### src/rtl/secded_pkg.sv
package secded_pkg;

    // Smallest number of check bits r such that 2^r >= dw + r + 1
    function automatic int chk_count(input int dw);
        int r;
        r = 0;
        while ((1 << r) < dw + r + 1) r++;
        return r;
    endfunction

    function automatic bit is_pow2(input int p);
        return (p > 0) && ((p & (p - 1)) == 0);
    endfunction

    // Codeword position that carries data bit idx
    function automatic int data_slot(input int idx);
        int n;
        int found;
        n = 0;
        found = 0;
        for (int p = 3; p < 1024; p++) begin
            if (!is_pow2(p)) begin
                if (n == idx && found == 0) found = p;
                n++;
            end
        end
        return found;
    endfunction

    // Data bit index stored at a non power-of-two position p (p >= 3)
    function automatic int slot_bit(input int p);
        int n;
        n = 0;
        for (int q = 3; q < p; q++) begin
            if (!is_pow2(q)) n++;
        end
        return n;
    endfunction

    // Positions 1..cw-1 whose index has bit k set
    function automatic logic [63:0] cover_mask(input int k, input int cw);
        logic [63:0] m;
        m = '0;
        for (int p = 1; p < cw; p++) begin
            if (((p >> k) & 1) == 1) m[p] = 1'b1;
        end
        return m;
    endfunction

    typedef enum logic [1:0] {
        DEC_CLEAN  = 2'd0,
        DEC_FIXED  = 2'd1,
        DEC_DOUBLE = 2'd2
    } dec_kind_e;

endpackage

### src/rtl/secded_enc.sv
module secded_enc
    import secded_pkg::*;
#(
    parameter int DW = 8,
    localparam int R  = chk_count(DW),
    localparam int CW = DW + R + 1
) (
    input  logic [DW-1:0] data_i,
    output logic [CW-1:0] code_o
);

    logic [CW-1:0] placed;
    logic [R-1:0]  chk;
    logic [CW-1:0] body;

    // Scatter data into its positions; check and parity positions stay zero
    for (genvar p = 0; p < CW; p++) begin : g_place
        if (p == 0 || is_pow2(p)) begin : g_hole
            assign placed[p] = 1'b0;
        end else begin : g_dat
            assign placed[p] = data_i[slot_bit(p)];
        end
    end

    // Each check bit balances the group it covers
    for (genvar k = 0; k < R; k++) begin : g_chk
        localparam logic [CW-1:0] MASK = CW'(cover_mask(k, CW));
        assign chk[k] = ^(placed & MASK);
    end

    for (genvar p = 0; p < CW; p++) begin : g_body
        if (p == 0) begin : g_zero
            assign body[p] = 1'b0;
        end else if (is_pow2(p)) begin : g_cb
            assign body[p] = chk[$clog2(p)];
        end else begin : g_db
            assign body[p] = placed[p];
        end
    end

    assign code_o = {body[CW-1:1], ^body[CW-1:1]};

endmodule

### src/rtl/secded_syn.sv
module secded_syn
    import secded_pkg::*;
#(
    parameter int DW = 8,
    localparam int R  = chk_count(DW),
    localparam int CW = DW + R + 1
) (
    input  logic [CW-1:0] code_i,
    output logic [R-1:0]  syn_o,
    output logic          par_bad_o
);

    for (genvar k = 0; k < R; k++) begin : g_syn
        localparam logic [CW-1:0] MASK = CW'(cover_mask(k, CW));
        assign syn_o[k] = ^(code_i & MASK);
    end

    assign par_bad_o = ^code_i;

endmodule

### src/rtl/secded_fix.sv
module secded_fix
    import secded_pkg::*;
#(
    parameter int DW = 8,
    localparam int R  = chk_count(DW),
    localparam int CW = DW + R + 1
) (
    input  logic [CW-1:0] code_i,
    input  logic [R-1:0]  syn_i,
    input  logic          par_bad_i,
    output logic [DW-1:0] data_o,
    output logic          single_o,
    output logic          double_o,
    output logic [R-1:0]  pos_o
);

    dec_kind_e     kind;
    logic          in_range;
    logic [CW-1:0] flip;
    logic [CW-1:0] fixed;

    assign in_range = (int'(syn_i) < CW);

    always_comb begin
        if (!par_bad_i) begin
            kind = (syn_i == '0) ? DEC_CLEAN : DEC_DOUBLE;
        end else begin
            kind = in_range ? DEC_FIXED : DEC_DOUBLE;
        end
    end

    always_comb begin
        flip = '0;
        if (kind == DEC_FIXED) flip = CW'(1) << syn_i;
    end

    assign fixed = code_i ^ flip;

    for (genvar i = 0; i < DW; i++) begin : g_pick
        assign data_o[i] = fixed[data_slot(i)];
    end

    assign single_o = (kind == DEC_FIXED);
    assign double_o = (kind == DEC_DOUBLE);
    assign pos_o    = (kind == DEC_FIXED) ? syn_i : '0;

endmodule

### src/rtl/secded_codec.sv
module secded_codec
    import secded_pkg::*;
#(
    parameter int DW      = 8,
    parameter bit REG_OUT = 1'b1,
    localparam int R  = chk_count(DW),
    localparam int CW = DW + R + 1
) (
    input  logic          clk,
    input  logic          rst,
    input  logic [DW-1:0] enc_data_i,
    output logic [CW-1:0] enc_code_o,
    input  logic [CW-1:0] dec_code_i,
    output logic [DW-1:0] dec_data_o,
    output logic          dec_single_o,
    output logic          dec_double_o,
    output logic [R-1:0]  dec_pos_o
);

    logic [CW-1:0] enc_c;
    logic [R-1:0]  syn;
    logic          par_bad;
    logic [DW-1:0] fix_data;
    logic          fix_single;
    logic          fix_double;
    logic [R-1:0]  fix_pos;

    secded_enc #(.DW(DW)) u_enc (
        .data_i (enc_data_i),
        .code_o (enc_c)
    );

    secded_syn #(.DW(DW)) u_syn (
        .code_i    (dec_code_i),
        .syn_o     (syn),
        .par_bad_o (par_bad)
    );

    secded_fix #(.DW(DW)) u_fix (
        .code_i    (dec_code_i),
        .syn_i     (syn),
        .par_bad_i (par_bad),
        .data_o    (fix_data),
        .single_o  (fix_single),
        .double_o  (fix_double),
        .pos_o     (fix_pos)
    );

    if (REG_OUT) begin : g_reg
        always_ff @(posedge clk) begin
            if (rst) begin
                enc_code_o   <= '0;
                dec_data_o   <= '0;
                dec_single_o <= 1'b0;
                dec_double_o <= 1'b0;
                dec_pos_o    <= '0;
            end else begin
                enc_code_o   <= enc_c;
                dec_data_o   <= fix_data;
                dec_single_o <= fix_single;
                dec_double_o <= fix_double;
                dec_pos_o    <= fix_pos;
            end
        end

        // the registered codeword always has even weight
        p_enc_even_r3: assert property (@(posedge clk) disable iff (rst)
            (^enc_code_o) == 1'b0);

        // the two flags never rise together
        p_flags_excl_r9: assert property (@(posedge clk) disable iff (rst)
            !(dec_single_o && dec_double_o));

        // a position is reported only with a correction
        p_pos_idle_r9: assert property (@(posedge clk) disable iff (rst)
            !dec_single_o |-> dec_pos_o == '0);

        // a corrected position always lies inside the codeword
        p_pos_range_r5: assert property (@(posedge clk) disable iff (rst)
            dec_single_o |-> int'(dec_pos_o) < CW);

        // reset clears every output on the following edge
        p_reset_clear_r10: assert property (@(posedge clk)
            rst |=> (enc_code_o == '0 && dec_data_o == '0 &&
                     !dec_single_o && !dec_double_o && dec_pos_o == '0));

        // a clean input word leaves both flags low one cycle later
        p_clean_quiet_r4: assert property (@(posedge clk) disable iff (rst)
            (!par_bad && syn == '0) |=> (!dec_single_o && !dec_double_o));
    end else begin : g_comb
        assign enc_code_o   = enc_c;
        assign dec_data_o   = fix_data;
        assign dec_single_o = fix_single;
        assign dec_double_o = fix_double;
        assign dec_pos_o    = fix_pos;
    end

endmodule

### config.mk
export PLATFORM = sky130hd
export DESIGN_NAME = secded_codec
export DESIGN_NICKNAME = d
export VERILOG_FILES = /design/src/rtl/secded_pkg.sv /design/src/rtl/secded_enc.sv /design/src/rtl/secded_syn.sv /design/src/rtl/secded_fix.sv /design/src/rtl/secded_codec.sv
export SDC_FILE = /design/constraint.sdc
export NUM_CORES = 1
export LEC_CHECK = 0
export BUFFER_PORTS_ARGS = -buffer_cell sky130_fd_sc_hd__buf_4
export CORE_MARGIN = 5
export CORE_UTILIZATION = 40
export DETAILED_ROUTE_END_ITERATION = 16
export GPL_ROUTABILITY_DRIVEN = 0
export PLACE_DENSITY = 0.69
export SETUP_SLACK_MARGIN = 0.1
export SLEW_MARGIN = 20
export SYNTH_ARGS = -nofsm -noshare
export SYNTH_HDL_FRONTEND = slang
export SYNTH_SLANG_ARGS = --single-unit
### constraint.sdc
create_clock -name clk -period 1.6 [get_ports clk]
set_input_delay 0.08 -clock clk [delete_from_list [all_inputs] [get_ports clk]]
set_output_delay 0.08 -clock clk [all_outputs]
set_load 0.05 [all_outputs]
Word-level counts from Yosys, hierarchy flattened
Cells that the tools add are included.
- register bits: 27
- bits of input ports: 23
- output and inout bits: 27
- word-level logic and storage cells: 27
- magnitude comparators: 1
- eq/ne operators: 2
- shift operators: 1
- multiplexer cells: 4
- bitwise operators: 2
- reduce and logical (&&, ||, !) cells: 12
- operators by type and width (operator ; count):
    $reduce_xor 13->1 ; 9
    $mux 13 ; 1
    $shl 1x4->13 const A ; 1
    $xor 13x13->13 ; 1
    $reduce_xor 12->1 ; 1
    $mux 2 ; 3
    $logic_not 4->1 ; 1
    $lt 4x4->1 const B ; 1
    $eq 2x1->1 const B ; 1
    $eq 2x2->1 const B ; 1
    $reduce_or 2->1 ; 1
    $not 1->1 ; 1

Longest topological paths before layout
Gate-level depths: netlist (run 1).
- depth in word-level cells: 7
- depth in mapped cells: 6
- gate-level depth less buffers: 5

Hierarchy
From an unflattened synthesis (run 1), not the netlist that was laid out.
- cells, all modules: 130
- area total of the unflattened synthesis: 1428.9 um2
- by module, submodules not included (module ; times used ; cells an instance ; area each (um2) ; seq. area each (um2)):
    secded_codec ; 1 ; 56 ; 749.5 ; 540.5
    secded_fix ; 1 ; 34 ; 245.2 ; 0.0
    secded_enc ; 1 ; 21 ; 225.2 ; 0.0
    secded_syn ; 1 ; 19 ; 209.0 ; 0.0

Worst setup path after synthesis (run 1)
Ideal clock, no wire load.
- kind: input to register
- from: input port dec_code_i[5]
- to: register dec_data_o[4]
- library setup time: 0.123 ns
- arrival: 1.503 ns
- setup slack: -0.027 ns
- stages: 5
- path buffers: 0
- cell sequence: xnor2_1 -> xnor2_1 -> or3_4 -> a211oi_1 -> mux2_1
- cells in the longest elaborated chain, start to end: 7
- elaborated cells on any way between the ends: 12
- classes of those cells: 1 x order compare; 1 x eq/ne; 1 x shift; 4 x mux; 1 x bitwise; 4 x reduce/logical
- RTL lines (item ; line ; source):
    from (decl) ; secded_codec.sv:13 ; input logic [CW-1:0] dec_code_i,
    $reduce_xor 13->1 ; secded_syn.sv:15 ; assign syn_o[k] = ^(code_i & MASK);
    $lt 4x4->1 or $logic_not 4->1 (tied branches) ; secded_fix.sv:22, secded_fix.sv:26 ;
    $mux 2 (on tied branches) ; secded_fix.sv:28, secded_fix.sv:26 ;
    $mux 2 ; secded_fix.sv:25 ; if (!par_bad_i) begin
    $eq 2x1->1 ; secded_fix.sv:34 ; if (kind == DEC_FIXED) flip = CW'(1) << syn_i;
    $mux 13 * ; secded_fix.sv:34 ;
    $xor 13x13->13 * ; secded_fix.sv:37 ; assign fixed = code_i ^ flip;
    to (signal assigned) ; secded_codec.sv:59 ; dec_data_o <= fix_data;
    to (decl) ; secded_codec.sv:14 ; output logic [DW-1:0] dec_data_o,
Every way passes the cells marked *; elsewhere a longest branch is shown, timed or not.
A chain may end at the register's enable or synchronous reset.

Final worst setup path (run 1)
- from: input port dec_code_i[7]
- to: register dec_pos_o[3]
- cells in the longest elaborated chain, start to end: 7
- elaborated cells on any way between the ends: 12
- classes of those cells: 1 x order compare; 1 x eq/ne; 3 x mux; 1 x bitwise; 6 x reduce/logical
- RTL lines (item ; line ; source):
    $reduce_xor 13->1 ; secded_syn.sv:15 ;
    $lt 4x4->1 or $logic_not 4->1 (tied branches) ; secded_fix.sv:22, secded_fix.sv:26 ;
    $mux 2 (on tied branches) ; secded_fix.sv:28, secded_fix.sv:26 ;
    $mux 2 * ; secded_fix.sv:25 ;
    $eq 2x1->1 * ; secded_fix.sv:45 ; assign pos_o = (kind == DEC_FIXED) ? syn_i : '0;
    $not 1->1 (no line) * ; n/a ;
    $reduce_or 2->1 (no line) * ; n/a ;
    to (signal assigned) ; secded_codec.sv:62 ; dec_pos_o <= fix_pos;
    to (decl) ; secded_codec.sv:17 ; output logic [R-1:0] dec_pos_o
Marks and branches as above.

==> flow_metrics.tcl, run 1 <==
set metrics [dict create \
    status "complete, but fails checks" \
    violations "negative hold slack" \
    area.growth.synth_to_final_pct 47.4 \
    row_count 21 \
    synth_xor_xnor_area_share_pct 28.6 \
    num_vias 1217 \
    startpoint "dec_code_i[7]" \
    final_antenna_net_count 0 \
    cpMaxStageDelayCell "xnor3_1" \
    cp_data_required_time_ns 1.82 \
    die_x_um 69.7 \
    path_cells "buf_4, xnor2_2, xnor3_1, nor2_1, a21oi_1, nor4_1" \
    syn-num-nets 165 \
    top_layer "met4" \
    dr.pass1.iters 4 \
    ys_types 26 \
    grt_max_degree 35 \
    ir_drop_mv 0.589 \
    grt_pass1_vias 1244 \
    post-cts-setup-buffers 0 \
    period_share_pct 89.4 \
    rsz0062_at_grt "no" \
    initialDrtViolationCount 58 \
    instances_no_fill 259 \
    diodes 0 \
    io_buffers 49 \
    power_density_mw_per_mm2 1070 \
    syn-cell-area_mm2 0.00143 \
    coreArea_mm2 0.00339 \
    cts_tree "done" \
    grt.overflow.total 0 \
    p_leak_uw 0.000940 \
    ys_seq_area_share_pct 37.9 \
    cts_max_level 1 \
    grtUsageTotal_pct 13.8 \
    tns_ns 0 \
    cp-start-kind "primary input" \
    grt_pass1_wl_um 5440 \
    worst_pin_slew_ns 0.379 \
    yosys_register_bits 27 \
    clock.fmax_mhz 699 \
    dr_wl_met2_um 1730 \
    route.met3.wl_um 248 \
    routed_wl_um 3350 \
    synth_top_family_by_area "XOR/XNOR gates" \
    period_needed_ns 1.43 \
    synth-compound-area-share_pct 6.75 \
    cts_buffers 3 \
    nets 237 \
    arrival_ns 1.65 \
    min_from "enc_data_i[0]" \
    root_buffer "clkbuf_4" \
    layout-drive-gt1-share_pct 39.4 \
    whs_ns -0.00106 \
    power_uw 2260 \
    clock_path_buffers 2 \
    clkSinkCount 27 \
    cp_slowest_stage_delay_ns 0.49 \
    cts_resized 0 \
    dp.cells 249 \
    viasPerCell 4.70 \
    hold_violations 1 \
    initial_core_util_pct 42.1 \
    drcViolationCount 0 \
    hp-class "primary input to register" \
    synth_area_per_cell_um2 10.1 \
    end_kind "register" \
    cap_violations 0 \
    synthMuxAreaShare_pct 5.52 \
    final-max-slew-violation-count 0 \
    path_clk_slew_ns 0.15 \
    dieArea_mm2 0.00486 \
    max_slew_margin_pct 74.8 \
    post_drt_wl_per_cell_um 12.9 \
    dp_hpwl_um 2600 \
    die_y_um 69.7 \
    synth-simple-area-share_pct 19.6 \
    synth_cells 142 \
    worstSetupPathType "primary input to register" \
    grt_antenna_before_repair 0 \
    io_pins 50 \
    setup_viol 0 \
    m1WireLength_um 1340 \
    critPathMaxFanout 5 \
    ys_warn_count 0 \
    yosys.area_share.adder_pct 0 \
]
worst paths after layout:
check                 slack (ns)            end  cells past startpoint
worst max-delay path        0.17   dec_pos_o[3]                      6
worst min-delay path      -0.001  enc_code_o[3]                      2
cell type report:
class | count | area [um^2]
Inverter | 1 | 3.75
Clock inverter | 1 | 7.51
Tap cell | 46 | 57.6
Clock buffer | 3 | 22.5
Fill cell | 294 | 1280
Timing Repair Buffer | 72 | 556
Multi-Input combinational cell | 109 | 917
Sequential cell | 27 | 541
routing by layer:
metal,GRT usage (%),vias to the layer above
met3,5.80,6
met1,14.6,550
li1,-,622
met2,24.9,39
met5,0,-
met4,3.83,0
where the power goes:
part / total, uW / switching [uW] / internal (uW) / leakage [uW]
clock network: 300 / 204 / 95.5 / 0.0000139
logic: 1180 / 686 / 493 / 0.000701
registers: 780 / 22.0 / 758 / 0.000225
placed cells by master (no fill, tap or decap):
cell,netlist,layout
clkbuf_4,0,3
or3_4,2,2
nand2_1,6,6
xnor3_1,5,5
a211oi_1,7,6
nor4_1,3,3
a31oi_1,2,2
a211oi_2,1,2
nor3b_1,1,1
nor3_1,1,1
mux2_2,2,2
xnor2_4,0,1
a22o_1,1,1
dlygate4sd3_1,0,6
xnor2_2,2,5
clkinvlp_4,0,1
mux2_1,5,5
dfxtp_1,27,27
buf_4,0,66
or3_1,5,5
xor2_1,7,6
nor2_1,13,13
nor2b_1,15,15
xor2_2,0,1
nand3_1,6,6
a21oi_1,1,1
o21ai_0,1,1
xnor2_1,23,19
inv_2,0,1
timing repair:
action	4_1_cts	5_1_grt
hold buffers	5	1
setup endpoints to repair	0	0
hold endpoints to repair	5	2
cells in the mapped netlist (all sizes together):
master / n / area [um^2]
inv: 1 / 3.75
nor2: 13 / 48.8
a22o: 1 / 8.76
o21ai: 1 / 5.00
nand3: 6 / 30.0
nand2: 6 / 22.5
xnor2: 25 / 234
dfxtp: 27 / 541
nor3: 1 / 5.00
mux2: 7 / 78.8
nor2b: 15 / 93.8
or3: 7 / 53.8
clkbuf: 3 / 11.3
xnor3: 5 / 113
nor3b: 1 / 7.51
a21oi: 1 / 5.00
a31oi: 2 / 12.5
buf: 2 / 8.75
a211oi: 8 / 65.1
xor2: 7 / 61.3
nor4: 3 / 18.8
registers in the layout (all words and copies together) (netlist names):
register,cells
enc_code_o,13
dec_data_o,8
dec_pos_o,4
dec_double_o,1
dec_single_o,1
critical path: cells and delay by family:
family                    cells  cell delay [ns]
and+or+nand+nor               2             0.58
buffers and inverters         1             0.14
AOI/OAI and AO/OA             1             0.15
xor gates and xnor gates      2             0.71
per-stage QoR:
stage / cell area (um^2) / util, % / setup WS [ns]
after global placement: 2010 / 59.4 / -0.148
final: 2100 / 62.1 / 0.170
after detailed placement: 2010 / 59.4 / -0.171
after floorplan: 1480 / - / 0.0755
after CTS: 2090 / 61.8 / 0.185
after global routing: 2100 / 62.1 / 0.111
kinds of logic (layout without fill, tap and decap cells):
family	count (synthesis)	in the layout
simple gates	52	52
xor+xnor	37	37
flops	27	27
compound gates	13	13
mux	7	7
buf+inv	6	77
(Power assumes the default switching activity.)
==> run 2: changes to the inputs <==
Settings changed: RECOVER_POWER from default to 50, SLEW_MARGIN 20 to 10.
==> run 2 against run 1 <==
Net effect:
- the run now ends clean
- wire length is 0.86% higher
- largest power group unchanged
- highest routed layer unchanged
- count of clock-buffer cells in the layout stayed put
- die area stayed put
==> flow_metrics.tcl, run 2 (synthesis results as in run 1) <==
set metrics [dict create \
    diodes 0 \
    hp-class "primary input to register" \
    drcViolationCount 0 \
    nets 237 \
    p_leak_uw 0.000864 \
    setup_viol 0 \
    root_buffer "clkbuf_4" \
    grt_pass1_wl_um 5440 \
    hold_violations 0 \
    dp_hpwl_um 2600 \
    num_vias 1220 \
    grt_antenna_before_repair 0 \
    dpl_cell_area_mm2 0.00201 \
    cp_slowest_stage_delay_ns 0.49 \
    dieArea_mm2 0.00486 \
    clock_path_buffers 2 \
    viasPerCell 4.71 \
    rsz0062_at_grt "no" \
    io_buffers 49 \
    cts_max_level 1 \
    path_clk_slew_ns 0.14 \
    reg.largest.list "enc_code_o: 13 flops, dec_data_o: 8 flops, dec_pos_o: 4 flops" \
    area.growth.synth_to_final_pct 42.4 \
    nFillCells 313 \
    pre_cts_ws_ns -0.171 \
    grtUsageTotal_pct 13.8 \
    largest_reg_flops 13 \
    cap_violations 0 \
    die_x_um 69.7 \
    tns_ns 0 \
    cts_tree "done" \
    path_cells "buf_4, xnor2_2, xnor3_1, nor2_1, a21oi_1, nor4_1" \
    dr.pass1.iters 4 \
    status "finished, final reports clean" \
    arrival_ns 1.65 \
    end_kind "register" \
    design_area_mm2 0.00203 \
    layout-drive-gt1-share_pct 30.5 \
    cpMaxStageDelayCell "xnor3_1" \
    grt.overflow.total 0 \
    fin_util_pct 60.0 \
    coreArea_mm2 0.00339 \
    mostFrequentLayoutCell "buf_4" \
    initial_core_util_pct 42.1 \
    power_density_mw_per_mm2 1080 \
    row_count 21 \
    cts_resized 0 \
    clock.fmax_mhz 698 \
    routed_wl_um 3380 \
    io_pins 50 \
    worstSetupPathType "primary input to register" \
    grt_max_degree 35 \
    die_y_um 69.7 \
    initialDrtViolationCount 65 \
    final_cell_mix "buf_4 (47), dfxtp_1 (27), xnor2_1 (19), clkbuf_1 (19), nor2b_1 (15)" \
    cp-start-kind "primary input" \
    worst_pin_slew_ns 1.39 \
    ir_drop_mv 0.569 \
    grt_pass1_vias 1244 \
    cts_buffers 3 \
    max_slew_margin_pct 7.56 \
    period_share_pct 89.5 \
    post_drt_wl_per_cell_um 13.1 \
    layout_setup_ws_ns 0.168 \
    period_needed_ns 1.43 \
    cp_data_required_time_ns 1.82 \
    top_register "enc_code_o" \
    final-max-slew-violation-count 0 \
    final_antenna_net_count 0 \
    critPathMaxFanout 5 \
    clkSinkCount 27 \
]
run 2: cell count changes in the layout (fill, tap and decap cells not counted), sizes merged:
cell | before | now
clkbuf | 3 | 22
buf | 66 | 47
run 2: what timing repair did:
| action | CTS | global route |
|---|---|---|
| buffers inserted | 0 | 0 |
| endpoints found under the hold margin | 5 | 2 |
| hold buffers | 5 | 1 |
run 2: final cells by class:
cell class | count | area (um^2) | share of cell area [%]
clock buffers | 3 | 22.5 | 1.11
multi-input cells | 109 | 917 | 45.1
well taps | 46 | 57.6 | 2.83
inverters | 1 | 3.75 | 0.185
clock inverters | 1 | 7.51 | 0.369
flip-flops and latches | 27 | 541 | 26.6
repair buffers | 72 | 484 | 23.8
run 2: worst max-delay path: cells and delay by family:
family / cells / cell delay [ns]
xor+xnor: 2 / 0.71
compound gates: 1 / 0.15
buf+inv: 1 / 0.14
simple gates: 2 / 0.57
run 2: path summary, 6_finish.rpt:
check,depth (start not counted),to,slack [ns],startpoint
worst max-delay path,6,dec_pos_o[3],0.17,dec_code_i[7]
worst min-delay path,2,enc_code_o[3],0.006,enc_data_i[0]
run 2: report_power, final:
group	switching, uW	internal, uW	total (uW)
Combinational	686	438	1120
Clock	199	95.5	295
Sequential	20.8	758	779
run 2: metal layers:
| layer | track usage (%) | part of all wire (%) |
|---|---|---|
| met1 | 14.6 | 41 |
| met3 | 5.80 | 6.6 |
| met4 | 3.83 | 1.0 |
| met2 | 24.9 | 51 |
| met5 | 0 | 0 |
run 2: per-stage QoR:
stage | std cells | power, uW | hold WS (ns)
finish | 259 | 2200 | 0.00642
global route | 259 | 2320 | 0.00686
CTS | 258 | 2270 | 0.000799
detailed placement | 249 | 1960 | 0.337
global placement | 249 | 1940 | 0.331
floorplan | 142 | 1560 | 0.208
